[config.mk]
export PLATFORM = sky130hd
export DESIGN_NAME = tft_init_seq
export DESIGN_NICKNAME = d
export VERILOG_FILES = /design/src/rtl/tft_init_pkg.sv /design/src/rtl/tft_tick_timer.sv /design/src/rtl/tft_step_table.sv /design/src/rtl/tft_init_seq.sv
export SDC_FILE = /design/constraint.sdc
export NUM_CORES = 1
export LEC_CHECK = 0
export ABC_AREA = 1
export BUFFER_PORTS_ARGS = -buffer_cell sky130_fd_sc_hd__buf_4
export CAP_MARGIN = 20
export CORE_ASPECT_RATIO = 0.6
export CORE_MARGIN = 2
export CORE_UTILIZATION = 60
export CTS_BUF_LIST = sky130_fd_sc_hd__clkbuf_8
export DETAILED_ROUTE_END_ITERATION = 6
export PLACE_DENSITY = 0.88
export SLEW_MARGIN = 0
export SYNTH_ARGS = -nofsm -noshare
export SYNTH_HDL_FRONTEND = slang
export SYNTH_HIERARCHICAL = 1
export SYNTH_SLANG_ARGS = --single-unit
[constraint.sdc]
create_clock -name clk -period 5.45 [get_ports clk]
set_clock_uncertainty 0.05 [all_clocks]
set_input_delay 0.2725 -clock clk [delete_from_list [all_inputs] [get_ports clk]]
set_output_delay 0.2725 -clock clk [all_outputs]
set_load 0.02 [all_outputs]
[src/rtl/tft_init_pkg.sv]
package tft_init_pkg;

  localparam int STEP_N = 18;
  localparam int STEP_W = $clog2(STEP_N);

  localparam logic [7:0] OP_SOFT_RESET  = 8'h01;
  localparam logic [7:0] OP_SLEEP_EXIT  = 8'h11;
  localparam logic [7:0] OP_PIX_FORMAT  = 8'h3A;
  localparam logic [7:0] ARG_PIX_16BIT  = 8'h55;
  localparam logic [7:0] OP_ACCESS_CTRL = 8'h36;
  localparam logic [7:0] ARG_ACCESS_DEF = 8'h00;
  localparam logic [7:0] OP_DISPLAY_ON  = 8'h29;
  localparam logic [7:0] OP_COL_WINDOW  = 8'h2A;
  localparam logic [7:0] OP_ROW_WINDOW  = 8'h2B;
  localparam logic [7:0] OP_MEM_WRITE   = 8'h2C;

  typedef enum logic [2:0] {
    S_IDLE, S_RST_LO, S_RST_HI, S_SEND, S_WAIT, S_DONE
  } seq_state_e;

  typedef enum logic [1:0] {
    HOLD_NONE, HOLD_RESET, HOLD_WAKE
  } hold_e;

  typedef struct packed {
    logic [7:0] code;
    logic       is_data;
    logic       last;
    hold_e      hold;
    logic       final_step;
  } step_t;

endpackage

[src/rtl/tft_tick_timer.sv]
module tft_tick_timer #(
  parameter int CNT_W = 8
) (
  input  logic             clk,
  input  logic             rst_n,
  input  logic             load,
  input  logic [CNT_W-1:0] load_val,
  input  logic             tick,
  output logic             expire
);

  logic [CNT_W-1:0] cnt, cnt_nxt;
  logic             cnt_en;

  always_comb begin
    cnt_en  = load || (tick && (cnt != '0));
    cnt_nxt = load ? load_val : cnt - CNT_W'(1);
  end

  always_ff @(posedge clk or negedge rst_n) begin
    if (!rst_n)      cnt <= '0;
    else if (cnt_en) cnt <= cnt_nxt;
  end

  assign expire = tick && (cnt == CNT_W'(1));

endmodule

[src/rtl/tft_step_table.sv]
module tft_step_table
  import tft_init_pkg::*;
#(
  parameter int PANEL_W = 172,
  parameter int PANEL_H = 320
) (
  input  logic [STEP_W-1:0] idx,
  input  logic [15:0]       col_off,
  input  logic [15:0]       row_off,
  output step_t             step
);

  localparam logic [15:0] COL_SPAN = 16'(PANEL_W - 1);
  localparam logic [15:0] ROW_SPAN = 16'(PANEL_H - 1);

  logic [15:0] col_end, row_end;

  always_comb begin
    col_end = col_off + COL_SPAN;
    row_end = row_off + ROW_SPAN;
    step = '{code: 8'h00, is_data: 1'b1, last: 1'b0,
             hold: HOLD_NONE, final_step: 1'b0};
    case (int'(idx))
      0:  begin step.code = OP_SOFT_RESET;  step.is_data = 1'b0;
                step.last = 1'b1; step.hold = HOLD_RESET; end
      1:  begin step.code = OP_SLEEP_EXIT;  step.is_data = 1'b0;
                step.last = 1'b1; step.hold = HOLD_WAKE; end
      2:  begin step.code = OP_PIX_FORMAT;  step.is_data = 1'b0; end
      3:  begin step.code = ARG_PIX_16BIT;  step.last = 1'b1; end
      4:  begin step.code = OP_ACCESS_CTRL; step.is_data = 1'b0; end
      5:  begin step.code = ARG_ACCESS_DEF; step.last = 1'b1; end
      6:  begin step.code = OP_DISPLAY_ON;  step.is_data = 1'b0;
                step.last = 1'b1; end
      7:  begin step.code = OP_COL_WINDOW;  step.is_data = 1'b0; end
      8:  step.code = col_off[15:8];
      9:  step.code = col_off[7:0];
      10: step.code = col_end[15:8];
      11: begin step.code = col_end[7:0];  step.last = 1'b1; end
      12: begin step.code = OP_ROW_WINDOW;  step.is_data = 1'b0; end
      13: step.code = row_off[15:8];
      14: step.code = row_off[7:0];
      15: step.code = row_end[15:8];
      16: begin step.code = row_end[7:0];  step.last = 1'b1; end
      17: begin step.code = OP_MEM_WRITE;   step.is_data = 1'b0;
                step.final_step = 1'b1; end
      default: ;
    endcase
  end

endmodule

[src/rtl/tft_init_seq.sv]
module tft_init_seq
  import tft_init_pkg::*;
#(
  parameter int PANEL_W     = 172,
  parameter int PANEL_H     = 320,
  parameter int RST_LOW_MS  = 10,
  parameter int RST_HIGH_MS = 120,
  parameter int SOFT_RST_MS = 150,
  parameter int WAKE_MS     = 120
) (
  input  logic        clk,
  input  logic        rst_n,
  input  logic        start,
  input  logic        tick_ms,
  input  logic [15:0] col_off,
  input  logic [15:0] row_off,
  input  logic        out_ready,
  output logic        out_valid,
  output logic [7:0]  out_byte,
  output logic        out_is_data,
  output logic        out_last,
  output logic        panel_rst_n,
  output logic        ready
);

  localparam int MAX_A = (RST_LOW_MS > RST_HIGH_MS) ? RST_LOW_MS : RST_HIGH_MS;
  localparam int MAX_B = (SOFT_RST_MS > WAKE_MS) ? SOFT_RST_MS : WAKE_MS;
  localparam int MAX_MS = (MAX_A > MAX_B) ? MAX_A : MAX_B;
  localparam int CNT_W  = $clog2(MAX_MS + 2);
  localparam logic [CNT_W-1:0] LD_RST_LO = CNT_W'(RST_LOW_MS + 1);
  localparam logic [CNT_W-1:0] LD_RST_HI = CNT_W'(RST_HIGH_MS + 1);
  localparam logic [CNT_W-1:0] LD_SOFT   = CNT_W'(SOFT_RST_MS + 1);
  localparam logic [CNT_W-1:0] LD_WAKE   = CNT_W'(WAKE_MS + 1);

  seq_state_e        state, state_nxt;
  logic [STEP_W-1:0] idx, idx_nxt;
  logic              idx_en;
  logic              tmr_load, tmr_expire;
  logic [CNT_W-1:0]  tmr_val;
  step_t             step;

  tft_step_table #(.PANEL_W(PANEL_W), .PANEL_H(PANEL_H)) u_table (
    .idx(idx), .col_off(col_off), .row_off(row_off), .step(step)
  );

  tft_tick_timer #(.CNT_W(CNT_W)) u_timer (
    .clk(clk), .rst_n(rst_n), .load(tmr_load), .load_val(tmr_val),
    .tick(tick_ms), .expire(tmr_expire)
  );

  always_comb begin
    state_nxt = state;
    idx_nxt   = idx;
    idx_en    = 1'b0;
    tmr_load  = 1'b0;
    tmr_val   = '0;
    case (state)
      S_IDLE, S_DONE: begin
        if (start) begin
          state_nxt = S_RST_LO;
          idx_nxt   = '0;
          idx_en    = 1'b1;
          tmr_load  = 1'b1;
          tmr_val   = LD_RST_LO;
        end
      end
      S_RST_LO: begin
        if (tmr_expire) begin
          state_nxt = S_RST_HI;
          tmr_load  = 1'b1;
          tmr_val   = LD_RST_HI;
        end
      end
      S_RST_HI: if (tmr_expire) state_nxt = S_SEND;
      S_SEND: begin
        if (out_ready) begin
          if (step.final_step) begin
            state_nxt = S_DONE;
          end else begin
            idx_nxt = idx + STEP_W'(1);
            idx_en  = 1'b1;
            case (step.hold)
              HOLD_RESET: begin
                state_nxt = S_WAIT; tmr_load = 1'b1; tmr_val = LD_SOFT;
              end
              HOLD_WAKE: begin
                state_nxt = S_WAIT; tmr_load = 1'b1; tmr_val = LD_WAKE;
              end
              default: ;
            endcase
          end
        end
      end
      S_WAIT: if (tmr_expire) state_nxt = S_SEND;
      default: state_nxt = S_IDLE;
    endcase
  end

  always_ff @(posedge clk or negedge rst_n) begin
    if (!rst_n) state <= S_IDLE;
    else        state <= state_nxt;
  end

  always_ff @(posedge clk or negedge rst_n) begin
    if (!rst_n)      idx <= '0;
    else if (idx_en) idx <= idx_nxt;
  end

  assign out_valid   = (state == S_SEND);
  assign out_byte    = step.code;
  assign out_is_data = step.is_data;
  assign out_last    = step.last;
  assign panel_rst_n = (state != S_RST_LO);
  assign ready       = (state == S_DONE);

endmodule

==> key figures, run 1 <==
Logic synthesis
  – Synth Cell Area: between 2000 and 3000 µm²
  – Post-Syn Area per Cell: around 5.2 µm²
  – FF+latch count, synth: 16
  – Area contributors post-synth: nand2_1, nand3_1, dfrtp_1
  – Post-synth EDFFs: 0
  – Yosys warns: 6
  – Mux cell area share after synthesis: 0%
  – Cell variety after synth: 30
  – Main synth FF type: dfrtp_1
  – Synth cell count leaders: nand2_1, nand3_1, nor2_1
  – Largest family of logic cells by synthesized area: simple AND/OR/NAND/NOR gates
  – Synth Area in Compound Gates: around 8.7%
  – Sequential area share after synthesis: 14.0%
  – XOR/XNOR Fraction of Synth Area: 0.306%
  – Async SR Flop Fraction: 100%
  – Yosys top cell by area: nand2_1
  – Top-area cell type share of the netlist area: a little under a quarter
  – Mapped Nets: ~600
  – Most frequent cell after synthesis: nand2_1
  – Simple-gate portion of the synthesized area: 62.1%
  – Post-synthesis cell count: between 500 and 600
  – Area share of fa/ha/maj cells after synthesis: under 10%

Floorplan
  – IO Pins: 50
  – Die width: just over 90 µm
  – Core Area: 4590 µm²
  – Row cnt: 19
  – Initial core utilization: approximately 62%
  – Chip height: between 50 and 60 µm
  – Die Footprint: 5350 µm²

Worst setup path
  – CP Data Arrival Time: about 3.1 ns
  – Worst Setup Path Type: flop to flop
  – Reg2reg setup slack: approximately 2.4 ns
  – CP Launch Type: flop
  – Endpoint type of the worst setup path: flop
  – CP Max Fanout: 14
  – Required time worst endpoint: 5.54 ns

Timing
  – Final Setup Violations: 0
  – Pins Over Slew Limit: 0
  – Worst Tran Pin Value: approximately 0.8 ns
  – Min Tclk post-route: 3.01 ns
  – Fmax: approximately 0.33 GHz
  – Setup repair after global routing missed its margin: false
  – Setup TNS: 0 ns
  – Final hold vios: 0
  – Worst relative slew slack: 47.0%
  – Slack of the critical path: approximately 2.4 ns
  – Final period utilization: a little under three fifths

Pwr
  – Pwr Density: roughly 380 nW/µm²
  – VDD IR max: 0.000317 V
  – Static leakage: between 1.5 and 2 nW

CTS
  – Num CTS Buffers: 3
  – H-tree depth: 1
  – CTS tree: done
  – CTS Hold Bufs: 1
  – Clock slew at reported path FFs: about 0.060 ns
  – Clock root buffer: clkbuf_8
  – CTS resizes: 0
  – Setup bufs post-CTS: 0
  – Clock Path Buffers: 2
  – Clock Sinks: 16
  – Clock Latency Late Sink: ~0.25 ns

Run
  – Max Cap Viol: 0

Global route
  – Remaining Overflow, GRT: 0
  – Global-route wire length before repair: 15000 µm
  – GRT Util Overall: between 30% and 40%
  – Largest net degree at the start of global routing: 17
  – Vias in the first global route: 3330
  – Initial antenna violation count: 0

Min path
  – Min-Delay Path Class: primary input to flop

Cells and area
  – Share of cells above drive strength 1: 12.9%
  – Area growth from synthesis to layout: 16.7%
  – Layout Utilization: 72.7%
  – Design area: ~3300 µm²
  – Diode count: 0
  – Layout Nets: between 600 and 700

Placement
  – GPL Wtd Cong: approximately 1
  – DP Worst Slack: between 2 and 2.5 ns
  – PortBufs: 49
  – Placed cell areas: 3290 µm²
  – HPWL Detailed: about 7600 µm

Route
  – DRC viols: 0
  – Drt first-iter violations: roughly 440
  – Drt pass-1 iters: 5
  – Vias per cell: 5.75
  – DR vias: between 3000 and 4000
  – Total wire length: between 9000 and 10000 µm
  – Routed len/inst: roughly 14 µm
  – Post-DRT Antenna Nets: 0

Outcome
  – Outcome: completed
==> placed cells by master (no fill, tap or decap), drive strengths merged <==
| master | instances |
|---|---|
| a21boi | 1 |
| nor2 | 88 |
| clkbuf | 3 |
| nand4 | 16 |
| dlygate4sd3 | 1 |
| ha | 8 |
| dfrtp | 16 |
| o21bai | 1 |
| or2 | 1 |
| nor3 | 7 |
| xnor2 | 1 |
| a21oi | 11 |
| o22ai | 2 |
| o21a | 1 |
| nand3b | 6 |
| o21ai | 22 |
| buf | 49 |
| inv | 81 |
| o211ai | 3 |
| nand3 | 100 |
| nand2 | 181 |
==> cell families after synthesis <==
family	after synthesis
AO/OA/AOI/OAI	41
XOR/XNOR	1
adder cells (fa/ha/maj)	8
buffers and inverters	84
flip-flops	16
AND/OR/NAND/NOR	399
==> routing by layer <==
metal / track usage, % / wire [µm] / up-vias
met5: 0 / 0 / -
met4: 3.15 / 44 / 0
met3: 10.8 / 1400 / 10
met2: 50.9 / 3650 / 243
met1: 53.1 / 4080 / 1678
li1: - / - / 1876
==> sequential cells by signal, summed over array words and instances (netlist names) <==
signal and cells:
idx 5, u_timer/cnt 8, state 3
==> area by class of cell <==
cell class | instances | area [µm²]
multi-input cells | 449 | 2130
well taps | 63 | 78.8
repair buffers | 50 | 378
flip-flops and latches | 16 | 400
inverters | 81 | 304
fillers | 429 | 1250
clock buffers | 3 | 41.3
==> metrics by stage <==
| stage | total power [mW] | hold slack, ns | instances |
|---|---|---|---|
| 2_1_floorplan | 0.871 | -0.0731 | 549 |
| 3_3_place_gp | 1.11 | 0.0939 | 658 |
| 3_5_place_dp | 1.15 | 0.0959 | 658 |
| 4_1_cts | 1.24 | 0.328 | 662 |
| 5_1_grt | 1.37 | 0.330 | 662 |
| 6_report | 1.26 | 0.329 | 662 |
==> critical path, cell delays in order (launching register included) <==
cell      delay (ns)
dfrtp_1         0.51
nor2_2          0.30
inv_1           0.09
nor2_1          0.17
inv_1           0.08
ha_1            0.32
o211ai_1        0.66
inv_1           0.34
nand3_1         0.18
nand2_1         0.06
nand2_1         0.08
o21ai_2         0.05
==> worst paths after layout <==
path / cells after the start / to / start
min reg2reg: 2 / u_timer/cnt[7] / u_timer/cnt[7]
min: 4 / u_timer/cnt[2] / tick_ms
max: 11 / u_timer/cnt[4] / idx[0]
max reg2reg: 11 / u_timer/cnt[4] / idx[0]
min in group asynchronous: 2 / state[1] / rst_n
max in group asynchronous: 2 / u_timer/cnt[2] / rst_n
==> power breakdown <==
| part | internal, mW | switching, mW | leakage, nW | total [mW] |
|---|---|---|---|---|
| Combinational | 0.331 | 0.593 | 1.59 | 0.924 |
| Clock | 0.0490 | 0.0389 | 0.0216 | 0.0879 |
| Sequential | 0.165 | 0.0797 | 0.207 | 0.245 |
| Total | 0.545 | 0.712 | 1.81 | 1.26 |
Power figures use the tool's default switching activity.
==> run 2, diff against run 1 <==
--- a/config.mk
+++ b/config.mk
@@ -10,10 +10,10 @@
 export CAP_MARGIN = 20
 export CORE_ASPECT_RATIO = 0.6
 export CORE_MARGIN = 2
-export CORE_UTILIZATION = 60
+export CORE_UTILIZATION = 53
 export CTS_BUF_LIST = sky130_fd_sc_hd__clkbuf_8
 export DETAILED_ROUTE_END_ITERATION = 6
-export PLACE_DENSITY = 0.88
+export PLACE_DENSITY = 0.82
 export SLEW_MARGIN = 0
 export SYNTH_ARGS = -nofsm -noshare
 export SYNTH_HDL_FRONTEND = slang
==> constraint.sdc (replaced) <==
create_clock -name clk -period 2.6 [get_ports clk]
set_clock_uncertainty 0.05 [all_clocks]
set_input_delay 0.13 -clock clk [delete_from_list [all_inputs] [get_ports clk]]
set_output_delay 0.13 -clock clk [all_outputs]
set_load 0.02 [all_outputs]
==> run 2 against run 1 <==
Die area grew 12%. Routed wire length grew 2.2%. Sequential share of layout area shrank 0.11 points. Global-route usage shrank 4.0 points. First-iteration DRC count shrank 6.2%. Via count grew 1.1%. Flip-flop and latch count is the same. Maximum frequency grew 28%. Total power grew 110%. Critical path type unchanged. Largest power group unchanged. Register-to-register slack lost 2.2 ns. Design area grew 0.94%.
==> key figures, run 2 (synthesis gave the netlist of run 1 again) <==
Outcome
  – Outcome: completed

Cells and area
  – Fillcell total: slightly below 500
  – Layout Nets: about 650
  – Most flop-heavy register: u_timer/cnt
  – Area growth from synthesis to layout: 17.8%
  – Diode count: 0
  – Largest registers: u_timer/cnt (8), idx (5), state (3)
  – Share of cells above drive strength 1: a little over an eighth
  – Max reg flops: 8
  – Design area: approximately 3400 µm²
  – Most frequent cells in the layout: nand2_1, nand3_1, nor2_1, inv_1, buf_4
  – Post-Layout Cell Count: approximately 670
  – Commonest non-fill, non-tap cell in the layout: nand2_1
  – Layout Utilization: approximately 66%

CTS
  – H-tree depth: 1
  – Clock Path Buffers: 2
  – Setup bufs post-CTS: 0
  – Clock Latency Late Sink: roughly 0.26 ns
  – Clock Sinks: 16
  – CTS tree: done
  – Clock slew at reported path FFs: ~0.060 ns
  – Num CTS Buffers: 3
  – Clock root buffer: clkbuf_8

Worst setup path
  – CP Launch Type: flop
  – Required time worst endpoint: ~2.7 ns
  – CP Max Fanout: 9
  – Endpoint type of the worst setup path: flop
  – R2R depth: 11
  – FF-to-FF Start: idx[2]
  – CP Data Arrival Time: 2.45 ns
  – Reg2reg setup slack: ~0.25 ns
  – Endpoint of the most critical register-to-register path: u_timer/cnt[3]
  – Worst Setup Path Type: flop to flop

Pwr
  – VDD IR max: approximately 0.00051 V
  – Static leakage: approximately 1.8 nW
  – Pwr Density: 788 nW/µm²
  – Design Power: ~2.7 mW

Placement
  – Placed Instances: ~660
  – DP Worst Slack: 0.275 ns
  – HPWL Detailed: roughly 7600 µm
  – GPL Wtd Cong: about 1
  – PortBufs: between 40 and 50
  – Placed cell areas: 3310 µm²

Min path
  – Critical hold path startpoint: tick_ms
  – Min-Delay Path Class: primary input to flop
  – Worst Hold Depth: 4
  – Hold endpoint: u_timer/cnt[2]

Floorplan
  – Die Footprint: between 6000 and 7000 µm²
  – IO Pins: 50
  – Row cnt: 20
  – Core Area: ~5100 µm²
  – Chip height: about 60 µm
  – Die width: 98.8 µm
  – Initial core utilization: between 50 and 60%

Route
  – DRC viols: 0
  – DR vias: between 3000 and 4000
  – Post-DRT Antenna Nets: 0
  – Routed len/inst: between 10 and 15 µm
  – Total wire length: between 9000 and 10000 µm
  – Vias per cell: slightly below 6
  – Drt pass-1 iters: 5
  – Drt first-iter violations: about 410

Timing
  – Fmax: 0.426 GHz
  – Setup repair after global routing missed its margin: false
  – Setup TNS: 0 ns
  – Min Tclk post-route: about 2.3 ns
  – Final period utilization: between 90% and 100%
  – Worst relative slew slack: approximately 63%
  – Final Setup Violations: 0
  – Worst Hold Slack: approximately 0.17 ns
  – Final hold vios: 0
  – Slack of the critical path: between 0.2 and 0.3 ns
  – Worst Tran Pin Value: ~0.56 ns
  – Pins Over Slew Limit: 0

Global route
  – Vias in the first global route: approximately 3200
  – GRT Util Overall: 31.1%
  – Global-route wire length before repair: 14900 µm
  – Initial antenna violation count: 0
  – Remaining Overflow, GRT: 0
  – Largest net degree at the start of global routing: 17

Run
  – Max Cap Viol: 0
==> run 2: final cells by class <==
class,count,area (µm²),share of cell area (%)
clock buffer,3,41.3,1.23
tap,66,82.6,2.45
multi-input combinational,449,2140,63.5
timing repair buffer,53,400,11.9
sequential,16,400,11.9
inverter,81,304,9.03
==> run 2: worst max-delay path, stage by stage, from the launching register on <==
cell      delay (ns)
dfrtp_1         0.46
nor2_1          0.29
nand2_1         0.12
nor2_1          0.15
inv_1           0.06
ha_1            0.33
o211ai_1        0.26
inv_1           0.21
nand3_1         0.13
nand2_1         0.05
nand2_1         0.07
o21ai_2         0.05
==> run 2: where the power goes <==
group / leakage (nW) / internal (mW) / switching (mW)
Clock: 0.0216 / 0.103 / 0.0872
Combinational: 1.60 / 0.715 / 1.29
Sequential: 0.207 / 0.343 / 0.114
Total: 1.83 / 1.16 / 1.49
==> run 2: layer usage <==
metal / GRT usage, % / wire length, µm / vias up / part of all wire (%)
li1: - / - / 1887 / -
met1: 49.0 / 4320 / 1713 / 46
met2: 43.7 / 3710 / 246 / 40
met3: 7.03 / 1310 / 4 / 14
met4: 4.11 / 22 / 0 / 0.23
met5: 0 / 0 / - / 0
==> run 2: what timing repair did <==
action,CTS,global route
endpoints found under the hold margin,16,0
resized for setup,0,1
endpoints found under the setup margin,0,2
hold buffers,1,0
==> run 2: how the worst max path moves through the flow <==
stage                     endpoint  slack [ns]  cells past startpoint   start
floorplan           u_timer/cnt[1]        0.35                     10  idx[0]
global placement    u_timer/cnt[7]        0.40                     10  idx[2]
detailed placement  u_timer/cnt[6]        0.27                     10  idx[2]
CTS                 u_timer/cnt[6]        0.26                     10  idx[2]
global route        u_timer/cnt[1]        0.06                     11  idx[2]
finish              u_timer/cnt[3]        0.25                     11  idx[2]
